`config.mk`:
```
export PLATFORM = sky130hd
export DESIGN_NAME = alu4_regpath
export DESIGN_NICKNAME = d
export VERILOG_FILES = /design/src/rtl/alu4_pkg.sv /design/src/rtl/alu4_ripple_add.sv /design/src/rtl/alu4_core.sv /design/src/rtl/alu4_flags.sv /design/src/rtl/alu4_regpath.sv
export SDC_FILE = /design/constraint.sdc
export NUM_CORES = 1
export LEC_CHECK = 0
export CORE_MARGIN = 1.5
export CORE_UTILIZATION = 40
export CTS_CLUSTER_DIAMETER = 200
export DETAILED_ROUTE_END_ITERATION = 10
export DONT_BUFFER_PORTS = 1
export PLACE_DENSITY = 0.57
export SYNTH_ARGS = -nofsm -noshare
export SYNTH_HDL_FRONTEND = slang
export SYNTH_SLANG_ARGS = --single-unit
```
`constraint.sdc`:
```
create_clock -name clk -period 3 [get_ports clk]
set_input_delay 0.3 -clock clk [delete_from_list [all_inputs] [get_ports clk]]
set_output_delay 0.3 -clock clk [all_outputs]
set_load 0.005 [all_outputs]
```
`src/rtl/alu4_pkg.sv`:
```
package alu4_pkg;

    localparam int unsigned OPC_W = 4;

    localparam logic [OPC_W-1:0] OPC_ADD = 4'b0001;
    localparam logic [OPC_W-1:0] OPC_AND = 4'b0101;
    localparam logic [OPC_W-1:0] OPC_NOT = 4'b1001;

    typedef enum logic [1:0] {
        K_NONE = 2'd0,
        K_ADD  = 2'd1,
        K_AND  = 2'd2,
        K_NOT  = 2'd3
    } op_kind_e;

    function automatic op_kind_e decode_op(input logic [OPC_W-1:0] opc);
        op_kind_e k;
        unique case (opc)
            OPC_ADD: k = K_ADD;
            OPC_AND: k = K_AND;
            OPC_NOT: k = K_NOT;
            default: k = K_NONE;
        endcase
        return k;
    endfunction

endpackage

```
`src/rtl/alu4_ripple_add.sv`:
```
module alu4_ripple_add #(
    parameter int unsigned W = 4
) (
    input  logic [W-1:0] a,
    input  logic [W-1:0] b,
    input  logic         cin,
    output logic [W-1:0] sum,
    output logic         cout
);

    logic [W:0] cy;

    assign cy[0] = cin;

    for (genvar i = 0; i < W; i++) begin : g_fa
        logic half;
        assign half      = a[i] ^ b[i];
        assign sum[i]    = half ^ cy[i];
        assign cy[i+1]   = (a[i] & b[i]) | (cy[i] & half);
    end

    assign cout = cy[W];

endmodule

```
`src/rtl/alu4_core.sv`:
```
module alu4_core
    import alu4_pkg::*;
#(
    parameter int unsigned W = 4
) (
    input  op_kind_e     kind,
    input  logic [W-1:0] a,
    input  logic [W-1:0] b,
    output logic [W-1:0] y,
    output logic         cy,
    output logic         valid
);

    logic [W-1:0] add_sum;
    logic         add_cout;

    alu4_ripple_add #(.W(W)) adder_i (
        .a    (a),
        .b    (b),
        .cin  (1'b0),
        .sum  (add_sum),
        .cout (add_cout)
    );

    always_comb begin
        y     = '0;
        cy    = 1'b0;
        valid = 1'b0;
        unique case (kind)
            K_ADD: begin
                y     = add_sum;
                cy    = add_cout;
                valid = 1'b1;
            end
            K_AND: begin
                y     = a & b;
                valid = 1'b1;
            end
            K_NOT: begin
                y     = ~a;
                valid = 1'b1;
            end
            K_NONE: begin
                valid = 1'b0;
            end
        endcase
    end

endmodule

```
`src/rtl/alu4_flags.sv`:
```
module alu4_flags #(
    parameter int unsigned W = 4
) (
    input  logic [W-1:0] y,
    output logic         n,
    output logic         z,
    output logic         p
);

    always_comb begin
        n = y[W-1];
        z = (y == '0);
        p = !n && !z;
    end

endmodule

```
`src/rtl/alu4_regpath.sv`:
```
module alu4_regpath
    import alu4_pkg::*;
#(
    parameter int unsigned W = 4
) (
    input  logic                 clk,
    input  logic                 rst,
    input  logic [W-1:0]         opa_in,
    input  logic [W-1:0]         opb_in,
    input  logic [OPC_W-1:0]     opc_in,
    output logic [W-1:0]         res_q,
    output logic                 carry_q,
    output logic                 neg_q,
    output logic                 zero_q,
    output logic                 pos_q,
    output logic [2:0]           op_active
);

    logic [W-1:0]     sr1_q;
    logic [W-1:0]     sr2_q;
    logic [OPC_W-1:0] ir_q;
    op_kind_e         ir_kind;

    logic [W-1:0]     alu_y;
    logic             alu_cy;
    logic             alu_valid;
    logic             f_n, f_z, f_p;

    // Stage 1: operand and instruction capture
    always_ff @(posedge clk) begin
        if (rst) begin
            sr1_q <= '0;
            sr2_q <= '0;
            ir_q  <= '0;
        end else begin
            sr1_q <= opa_in;
            sr2_q <= opb_in;
            ir_q  <= opc_in;
        end
    end

    assign ir_kind = decode_op(ir_q);

    alu4_core #(.W(W)) core_i (
        .kind  (ir_kind),
        .a     (sr1_q),
        .b     (sr2_q),
        .y     (alu_y),
        .cy    (alu_cy),
        .valid (alu_valid)
    );

    alu4_flags #(.W(W)) flags_i (
        .y (alu_y),
        .n (f_n),
        .z (f_z),
        .p (f_p)
    );

    // Stage 2: destination and status capture
    always_ff @(posedge clk) begin
        if (rst) begin
            res_q   <= '0;
            carry_q <= 1'b0;
            neg_q   <= 1'b0;
            zero_q  <= 1'b0;
            pos_q   <= 1'b0;
        end else if (alu_valid) begin
            res_q   <= alu_y;
            carry_q <= alu_cy;
            neg_q   <= f_n;
            zero_q  <= f_z;
            pos_q   <= f_p;
        end
    end

    // Operation indicator from the instruction register
    always_comb begin
        op_active = 3'b000;
        unique case (ir_kind)
            K_ADD:  op_active[0] = 1'b1;
            K_AND:  op_active[1] = 1'b1;
            K_NOT:  op_active[2] = 1'b1;
            K_NONE: op_active    = 3'b000;
        endcase
    end


    add_result_chk: assert property (@(posedge clk) disable iff (rst)
        (ir_kind == K_ADD) |=>
            ({carry_q, res_q} == ({1'b0, $past(sr1_q)} + {1'b0, $past(sr2_q)})));


    carry_clear_chk: assert property (@(posedge clk) disable iff (rst)
        (ir_kind == K_AND || ir_kind == K_NOT) |=> !carry_q);


    and_result_chk: assert property (@(posedge clk) disable iff (rst)
        (ir_kind == K_AND) |=> (res_q == ($past(sr1_q) & $past(sr2_q))));


    not_result_chk: assert property (@(posedge clk) disable iff (rst)
        (ir_kind == K_NOT) |=> (res_q == ~$past(sr1_q)));


    neg_flag_chk: assert property (@(posedge clk) disable iff (rst)
        alu_valid |=> (neg_q == res_q[W-1]));


    zero_flag_chk: assert property (@(posedge clk) disable iff (rst)
        alu_valid |=> (zero_q == (res_q == '0)));


    one_flag_chk: assert property (@(posedge clk) disable iff (rst)
        alu_valid |=> ($countones({neg_q, zero_q, pos_q}) == 1));


    hold_invalid_chk: assert property (@(posedge clk) disable iff (rst)
        (ir_kind == K_NONE) |=>
            ($stable(res_q) && $stable({carry_q, neg_q, zero_q, pos_q})));


    reset_clear_chk: assert property (@(posedge clk)
        rst |=> (res_q == '0 && !carry_q && !neg_q && !zero_q && !pos_q
                 && op_active == 3'b000));


    indicator_chk: assert property (@(posedge clk) disable iff (rst)
        $onehot0(op_active));

endmodule

```
==> out/qor.yml, run 1 <==
grtUsageTotal: 0.128
power.density_nw_per_um2: 480
diodes: 0
syn_nets: 114
synth_top_area_cell: "dfxtp_1"
cellLeakagePower_nw: 0.372
port_buffers: 0
first_pass_iters: 2
drive_above_1_share: 0.0879
path_clk_slew_ns: 0.11
dr_total_vias: 587
tns_ns: 0
crit_arrival_ns: 2.65
coreArea_um2: 2190
grt_first_pass_wirelength_um: 2450
overflow: 0
dieArea_um2: 2580
finalMaxSlewViolations: 0
async_flop_share: 0
tightestPinTransition_ns: 0.555
fp.dieH_um: 50.8
r2r_cells: 11
finalHoldViolations: 0
cts_max_level: 1
status: "finished, final reports clean"
dpl.hpwl_um: 1070
finalClockSkew_ns: 0.00597
start_util: 0.417
cts_tree: "yes"
setup_violations: 0
yosysUniqueCellTypes: 29
yosys.cell_count.top_type: "dfxtp_1"
crit_path_max_fanout: 2
min_period_ns: 2.46
design_area_um2: 941
fp-row-count: 17
synth_edf_count: 0
syn_area_per_cell_um2: 9.83
pre_cts_slack_ns: 0.560
nNetsFinal: 113
synth_area_um2: 915
pin_count: 25
maxCapViolCount: 0
cp-start-kind: "register"
cts_buffers: 3
cts_max_path_buffers: 2
peakVddDrop_uv: 204
cts-root-buf: "clkbuf_4"
cts_hold_buf: 0
synthCells: 93
wirelength_um: 1430
rsz0062_at_grt: "no"
yosys_most_used_dff: "dfxtp_1"
critPathRequiredTime_ns: 3.19
min_path_cells: 1
ys_top_cells_by_area: "dfxtp_1 (42%), nor2b_1 (9.6%), fa_1 (6.6%)"
routedWlPerCell_um: 12.0
ys_ff_latch: 19
worstHoldPathType: "in -> reg"
drt_iter0_drc: 6
clkSinkCount: 19
area_delta_synth_final_pct: 2.87
setup.worst_path.end_class: "register"
placed_cells: 115
post_cts_buffers: 0
yosys.area.top_type_share: 0.416
yosysSeqAreaShare: 0.416
instances_no_fill: 119
cts-resized-gates: 0
critical_path_class: "reg -> reg"
yosysWarnings: 0
clk_latency_ns: 0.30
period_share: 0.818
place_area_um2: 913
setup_slack_ns: 0.545
relSlewSlack: 0.625
die_w_um: 50.8
grt_pass1_vias: 551
routabilityCongestion: 0.685
avgViaCountPerCell: 4.93
antenna_left: 0
ys_top_cells_by_count: "dfxtp_1 (19), nor2b_1 (14), inv_1 (8), nor2_1 (8)"
fmax_ghz: 0.407
grt_max_degree: 21
antenna_found_initial: 0
drc: 0
-- state kept, by name, summed over array words and instances (netlist names) --
name,flops
pos_q,1
carry_q,1
sr2_q,4
sr1_q,4
zero_q,1
res_q,3
neg_q,1
ir_q,4
-- final cells by class --
type / count / area (um2)
fill: 227 / 1250
multi-input combinational: 60 / 468
sequential: 19 / 380
tap: 28 / 35.0
inverter: 8 / 30.0
clock buffer: 3 / 22.5
clock inverter: 1 / 5.00
-- routing by layer --
| metal | part of all wire | wire length, um | track usage |
|---|---|---|---|
| met5 | 0 | 0 | 0 |
| met4 | 0.020 | 29 | 0.0676 |
| met3 | 0.060 | 85 | 0.0351 |
| met2 | 0.45 | 636 | 0.193 |
| met1 | 0.47 | 675 | 0.168 |
-- metrics by stage --
stage | hold slack, ns | util | total power, mW
CTS | 0.0429 | 0.429 | 0.456
detailed placement | 0.375 | 0.417 | 0.329
finish | 0.0503 | 0.429 | 0.452
global route | 0.0262 | 0.429 | 0.481
global placement | 0.374 | 0.417 | 0.327
floorplan | 0.428 | - | 0.326
-- cells by family after synthesis --
family | after synthesis | share of synthesized area
compound gates | 12 | 0.126
fa+ha+maj | 7 | 0.120
buf+inv | 14 | 0.0725
flops | 19 | 0.416
mux | 1 | 0.0109
simple gates | 40 | 0.254
-- cells in the final DEF (no fill, tap or decap), types with 3 or more instances in the layout --
cell / synthesis / routed
dfxtp_1: 19 / 19
nor2b_1: 14 / 14
inv_1: 8 / 8
nor2_1: 8 / 8
nor3_1: 4 / 4
nand2_1: 4 / 4
ha_1: 4 / 4
fa_1: 3 / 3
clkbuf_4: 0 / 3
-- critical path, cell delays in order (launching register included) --
cell     delay (ns)
dfxtp_1        0.32
ha_1           0.20
inv_1          0.07
fa_1           0.16
inv_1          0.05
fa_1           0.36
inv_1          0.08
fa_1           0.39
nor2b_1        0.14
o32a_1         0.32
nor2_1         0.18
o41ai_2        0.09
-- where the power goes --
group          internal [mW]  total (mW)  switching [mW]
Sequential             0.265       0.278          0.0130
Combinational         0.0235      0.0442          0.0207
Clock                 0.0497       0.130          0.0799
-- final timing paths --
| kind | start | end | slack (ns) |
|---|---|---|---|
| worst min-delay path | rst | sr1_q[2]$_SDFF_PP0_ | 0.05 |
| worst max register to register | sr2_q[0]$_SDFF_PP0_ | pos_q$_SDFFE_PP0P_ | 0.54 |
| worst min register to register | zero_q$_SDFFE_PP0P_ | zero_q$_SDFFE_PP0P_ | 0.50 |
| worst max-delay path | sr2_q[0]$_SDFF_PP0_ | pos_q$_SDFFE_PP0P_ | 0.54 |
No activity file was read; power rests on OpenSTA's default activity.
==> run 2: changes to the inputs <==
--- a/config.mk
+++ b/config.mk
@@ -5,6 +5,7 @@
 export SDC_FILE = /design/constraint.sdc
 export NUM_CORES = 1
 export LEC_CHECK = 0
+export ABC_AREA = 1
 export CORE_MARGIN = 1.5
 export CORE_UTILIZATION = 40
 export CTS_CLUSTER_DIAMETER = 200
==> constraint.sdc (replaced) <==
create_clock -name clk -period 2.4 [get_ports clk]
set_input_delay 0.24 -clock clk [delete_from_list [all_inputs] [get_ports clk]]
set_output_delay 0.24 -clock clk [all_outputs]
set_load 0.005 [all_outputs]
==> run 2 against run 1 <==
Compared with the run above: via count rose by 13%; routed wire length rose by 4.1%; sequential cell count did not move; critical path depth rose by 2; hold slack got worse by 0.025 ns; total power rose by 26%; utilization rose by 1.7 points; highest routed layer unchanged.
==> out/qor.yml, run 2 <==
status: "finished, final reports clean"
power.density_nw_per_um2: 582
placed_cells: 136
critical_path_class: "reg -> reg"
setup_violations: 0
ys_ff_latch: 19
grt_pass1_vias: 650
drive_above_1_share: 0.195
synth_area_um2: 913
yosysWarnings: 0
grtUsageTotal: 0.131
peakVddDrop_uv: 328
cts_max_level: 1
routedWlPerCell_um: 10.5
period_share: 0.937
async_flop_share: 0
dpl.hpwl_um: 1160
first_pass_iters: 3
drt_iter0_drc: 2
whs_endpoint: "sr1_q[0]$_SDFF_PP0_"
cts_tree: "yes"
clkSinkCount: 19
yosysSeqAreaShare: 0.416
fmax_ghz: 0.445
avgViaCountPerCell: 4.69
fp.dieH_um: 50.8
reg.largest.list: "ir_q (4), sr1_q (4), sr2_q (4)"
coreArea_um2: 2190
clk_latency_ns: 0.29
grt_max_degree: 20
cellLeakagePower_nw: 0.487
min_from: "opa_in[0]"
synthCells: 112
post_cts_buffers: 0
antenna_found_initial: 0
r2r-end: "pos_q$_SDFFE_PP0P_"
pin_count: 25
start_util: 0.417
setup.worst_path.end_class: "register"
synth_edf_count: 0
crit_path_max_fanout: 3
tightestPinTransition_ns: 0.697
overflow: 0
synth_top_area_cell: "dfxtp_1"
min_path_cells: 2
worstHoldPathType: "in -> reg"
drc: 0
critPathRequiredTime_ns: 2.57
dr_total_vias: 661
finalHoldViolations: 0
area_delta_synth_final_pct: 7.12
yosys.area.top_type_share: 0.416
min_period_ns: 2.25
fill_cells: 233
die_w_um: 50.8
dieArea_um2: 2580
ff2ff_setup_slack_ns: 0.15
cts-root-buf: "clkbuf_4"
port_buffers: 0
mostFrequentLayoutCells: "inv_1 (24), nor2_1 (20), dfxtp_1 (17)"
finalMaxSlewViolations: 0
yosys_most_used_dff: "dfxtp_1"
wirelength_um: 1490
diodes: 0
cts_max_path_buffers: 2
r2r_cells: 13
routabilityCongestion: 0.752
nNetsFinal: 135
maxCapViolCount: 0
syn_area_per_cell_um2: 8.16
yosys.cell_count.top_type: "inv_1"
ys_top_cells_by_area: "dfxtp_1 (42%), inv_1 (9.9%), nor2_1 (8.6%)"
fp-row-count: 17
grt_first_pass_wirelength_um: 2510
rsz0062_at_grt: "yes"
antenna_left: 0
yosysUniqueCellTypes: 22
r2r-start: "sr1_q[0]$_SDFF_PP0_"
crit_arrival_ns: 2.42
tns_ns: 0
cp-start-kind: "register"
relSlewSlack: 0.534
syn_nets: 133
path_clk_slew_ns: 0.11
instances_no_fill: 141
ys_top_cells_by_count: "inv_1 (24), nor2_1 (21), dfxtp_1 (19)"
finalClockSkew_ns: 0.00563
final_common_cell: "inv_1"
cts_buffers: 3
run 2: cell count changes in the layout (fill, tap and decap cells not counted), moves of 3 or more:
cell,delta
a21oi_1,+3
inv_1,+16
nand3_1,+9
nand3_2,+3
nand3b_1,+3
nor2_1,+12
nor2_2,+3
nor2b_1,-14
nor3_1,-4
run 2: cells by family (layout without fill, tap and decap cells):
kind of cell / after synthesis / after routing / share of synthesized area
AO/OA/AOI/OAI: 7 / 7 / 0.0466
adder cells (fa/ha/maj): 7 / 7 / 0.121
buffers and inverters: 30 / 31 / 0.137
flip-flops: 19 / 19 / 0.416
AND/OR/NAND/NOR: 49 / 49 / 0.279
run 2: how the worst max path moves through the flow:
stage                              startpoint            endpoint  slack, ns
final                     sr1_q[0]$_SDFF_PP0_  pos_q$_SDFFE_PP0P_       0.15
after global routing      sr1_q[0]$_SDFF_PP0_  pos_q$_SDFFE_PP0P_      0.004
after CTS                 sr1_q[0]$_SDFF_PP0_  pos_q$_SDFFE_PP0P_       0.02
after detailed placement  sr1_q[0]$_SDFF_PP0_  pos_q$_SDFFE_PP0P_       0.08
after global placement    sr1_q[0]$_SDFF_PP0_  pos_q$_SDFFE_PP0P_       0.16
after floorplan           sr1_q[0]$_SDFF_PP0_  pos_q$_SDFFE_PP0P_       0.25
run 2: repair_timing:
item / 4_1_cts / 5_1_grt
setup endpoints to repair: 0 / 2
hold buffers: 1 / 0
endpoints found under the hold margin: 19 / 0
gates resized for setup: 0 / 6
run 2: critical path, stage by stage (launching register included):
cell	delay, ns
dfxtp_2	0.37
ha_4	0.13
inv_1	0.04
fa_2	0.32
inv_1	0.07
fa_1	0.15
inv_1	0.05
fa_1	0.46
nand3b_1	0.12
nand3_2	0.10
nor2_2	0.13
nand2_2	0.07
nand2_2	0.06
a21oi_2	0.04
run 2: per-layer routing:
metal	part of all wire	wire length (um)	GRT usage
met3	0.035	52	0.0298
met5	0	0	0
met2	0.48	719	0.230
met4	0.0081	12	0.0676
met1	0.47	700	0.146
run 2: cell type report:
type | instances | area (um2) | area share
Inverter | 26 | 97.6 | 0.0997
Sequential cell | 19 | 383 | 0.391
Timing Repair Buffer | 1 | 10.0 | 0.0102
Clock buffer | 3 | 22.5 | 0.0230
Tap cell | 28 | 35.0 | 0.0358
Clock inverter | 1 | 5.00 | 0.00512
Multi-Input combinational cell | 63 | 425 | 0.435
run 2: power by group:
group          leakage, nW  switching [mW]  internal (mW)
registers            0.157          0.0124          0.332
clock network       0.0177          0.0984         0.0620
logic                0.311          0.0405         0.0238
run 2: per-stage QoR:
| stage | utilization | hold WS [ns] | total power, mW | instance area [um2] | worst slack (ns) |
|---|---|---|---|---|---|
| after global routing | 0.447 | 0.0113 | 0.600 | 978 | 0.00427 |
| after global placement | 0.420 | 0.305 | 0.405 | 921 | 0.157 |
| final | 0.447 | 0.0249 | 0.569 | 978 | 0.150 |
| after floorplan | - | 0.347 | 0.403 | 913 | 0.247 |
| after detailed placement | 0.420 | 0.308 | 0.410 | 921 | 0.0832 |
| after CTS | 0.437 | 0.0215 | 0.577 | 958 | 0.0207 |
==> run 3: changes to the inputs <==
==> constraint.sdc (replaced) <==
create_clock -name clk -period 2.2 [get_ports clk]
set_input_delay 0.22 -clock clk [delete_from_list [all_inputs] [get_ports clk]]
set_output_delay 0.22 -clock clk [all_outputs]
set_load 0.005 [all_outputs]
==> run 3 against run 2 <==
Compared with the run above: the run now ends with hold timing, setup timing left; non-clock buffer count increased by 15; sequential cell count is the same; cell count rose by 11%; highest routed layer unchanged; critical path depth unchanged; sequential share of layout area is 5.2 points lower.
==> out/qor.yml, run 3 (same netlist as run 2, synthesis figures left out) <==
status: "finished, violations left"
violations: "hold timing, setup timing"
path_clk_slew_ns: 0.10
fp-row-count: 17
dieArea_um2: 2580
port_buffers: 0
routabilityCongestion: 0.786
dpl.hpwl_um: 1100
diodes: 0
use_met3: 0.0298
p_int_mw: 0.476
seqPwrFrac: 0.591
reg.largest.list: "ir_q (4), sr1_q (4), sr2_q (4)"
setup.worst_path.end_class: "register"
grt_max_degree: 20
use_met1: 0.155
cts_hold_buf: 14
cts_max_level: 1
period_share: 1.01
tightestPinTransition_ns: 0.411
use_met2: 0.246
crit_path_max_fanout: 3
fin_hold_ws_ns: -0.0244
power.density_nw_per_um2: 564
drc: 0
mostFrequentLayoutCells: "inv_1 (22), nor2_1 (20), dfxtp_1 (17)"
crit_path_max_incr_delay_ns: 0.47
final_common_cell: "inv_1"
min_path_cells: 1
routedWlPerCell_um: 9.92
maxCapViolCount: 0
setup_violations: 1
start_util: 0.417
grtUsageTotal: 0.142
cts_tree: "yes"
finalPower_mw: 0.636
overflow: 0
avgViaCountPerCell: 4.65
crit_arrival_ns: 2.41
cts_max_path_buffers: 2
clockPowerShare: 0.274
dr_total_vias: 725
peakVddDrop_uv: 250
grt_first_pass_wirelength_um: 2690
drive_above_1_share: 0.211
pin_count: 25
switching_power_mw: 0.160
finalClockSkew_ns: 0.00602
busiest_layer: "met2"
wirelength_um: 1550
first_pass_iters: 3
fmax_ghz: 0.452
critical_path_class: "reg -> reg"
fp.dieH_um: 50.8
worst-path-buf-inv: 3
cts_buffers: 3
worstHoldPathType: "in -> reg"
nNetsFinal: 150
pwr-share-comb: 0.135
relSlewSlack: 0.726
coreArea_um2: 2190
min_period_ns: 2.21
antenna_left: 0
critPathRequiredTime_ns: 2.40
crit_family: "adder cells"
rsz0062_at_grt: "yes"
drt_iter0_drc: 6
cp_cell_sequence: "ha_4 -> inv_2 -> fa_2 -> inv_2 -> fa_2 -> inv_1 -> fa_1 -> nand3b_1 -> nand3_2 -> nor2_2 -> nand2_2 -> nand2_2 -> a21oi_2"
antenna_found_initial: 0
die_w_um: 50.8
fill_cells: 219
r2r_cells: 13
cp-start-kind: "register"
cts-root-buf: "clkbuf_4"
finalMaxSlewViolations: 0
pre_cts_slack_ns: -0.0891
cp_slowest_cell: "fa_1"
area_delta_synth_final_pct: 23.6
grt_pass1_vias: 686
cellLeakagePower_nw: 0.568
clk_latency_ns: 0.29
setup_slack_ns: -0.0141
finalHoldViolations: 5
clkSinkCount: 19
switching_share: 0.251
crit_cells: 13
-- run 3: routing by layer --
metal	part of all wire	routed length (um)
met5	0	0
met4	0.019	29
met3	0.037	57
met2	0.48	749
met1	0.46	710
-- run 3: timing repair --
item,in CTS,in global routing
resized for setup,8,2
setup endpoints to repair,2,3
hold endpoints to repair,19,5
buffers inserted,1,1
pin swaps,2,0
-- run 3: final timing paths --
path | endpoint | start | slack [ns]
worst min-delay path | pos_q$_SDFFE_PP0P_ | rst | -0.02
worst max-delay path | pos_q$_SDFFE_PP0P_ | sr1_q[0]$_SDFF_PP0_ | -0.01
worst min register to register | carry_q$_SDFFE_PP0P_ | carry_q$_SDFFE_PP0P_ | 0.48
worst max register to register | pos_q$_SDFFE_PP0P_ | sr1_q[0]$_SDFF_PP0_ | -0.01
-- run 3: power groups by stage --
| stage | Clock (mW) | Combinational (mW) | Sequential, mW |
|---|---|---|---|
| after floorplan | 0 | 0.0605 | 0.379 |
| after global routing | 0.201 | 0.0986 | 0.378 |
| final | 0.174 | 0.0859 | 0.376 |
| after global placement | 0 | 0.0607 | 0.382 |
| after detailed placement | 0 | 0.0636 | 0.382 |
| after CTS | 0.184 | 0.0853 | 0.376 |
-- run 3: final cells by class --
| cell class | instances | area (um2) | share of cell area |
|---|---|---|---|
| clock buffer | 4 | 26.3 | 0.0233 |
| timing repair buffer | 16 | 155 | 0.137 |
| inverter | 26 | 97.6 | 0.0865 |
| sequential | 19 | 383 | 0.339 |
| tap | 28 | 35.0 | 0.0310 |
| multi-input combinational | 63 | 432 | 0.382 |
-- run 3: worst register-to-register path, cell delays in order, from the launching register on --
cell	delay, ns
dfxtp_2	0.37
ha_4	0.14
inv_2	0.03
fa_2	0.32
inv_2	0.06
fa_2	0.17
inv_1	0.04
fa_1	0.47
nand3b_1	0.11
nand3_2	0.10
nor2_2	0.13
nand2_2	0.08
nand2_2	0.06
a21oi_2	0.04
-- run 3: metrics by stage --
stage	hold WS, ns	area [um2]	setup TNS, ns	util	instances
floorplan	0.327	913	0	-	112
global placement	0.287	921	-0.0504	0.420	136
detailed placement	0.286	921	-0.126	0.420	136
CTS	-0.0411	1110	-0.0214	0.509	155
global route	-0.0584	1130	-0.262	0.515	156
finish	-0.0244	1130	-0.0141	0.515	156
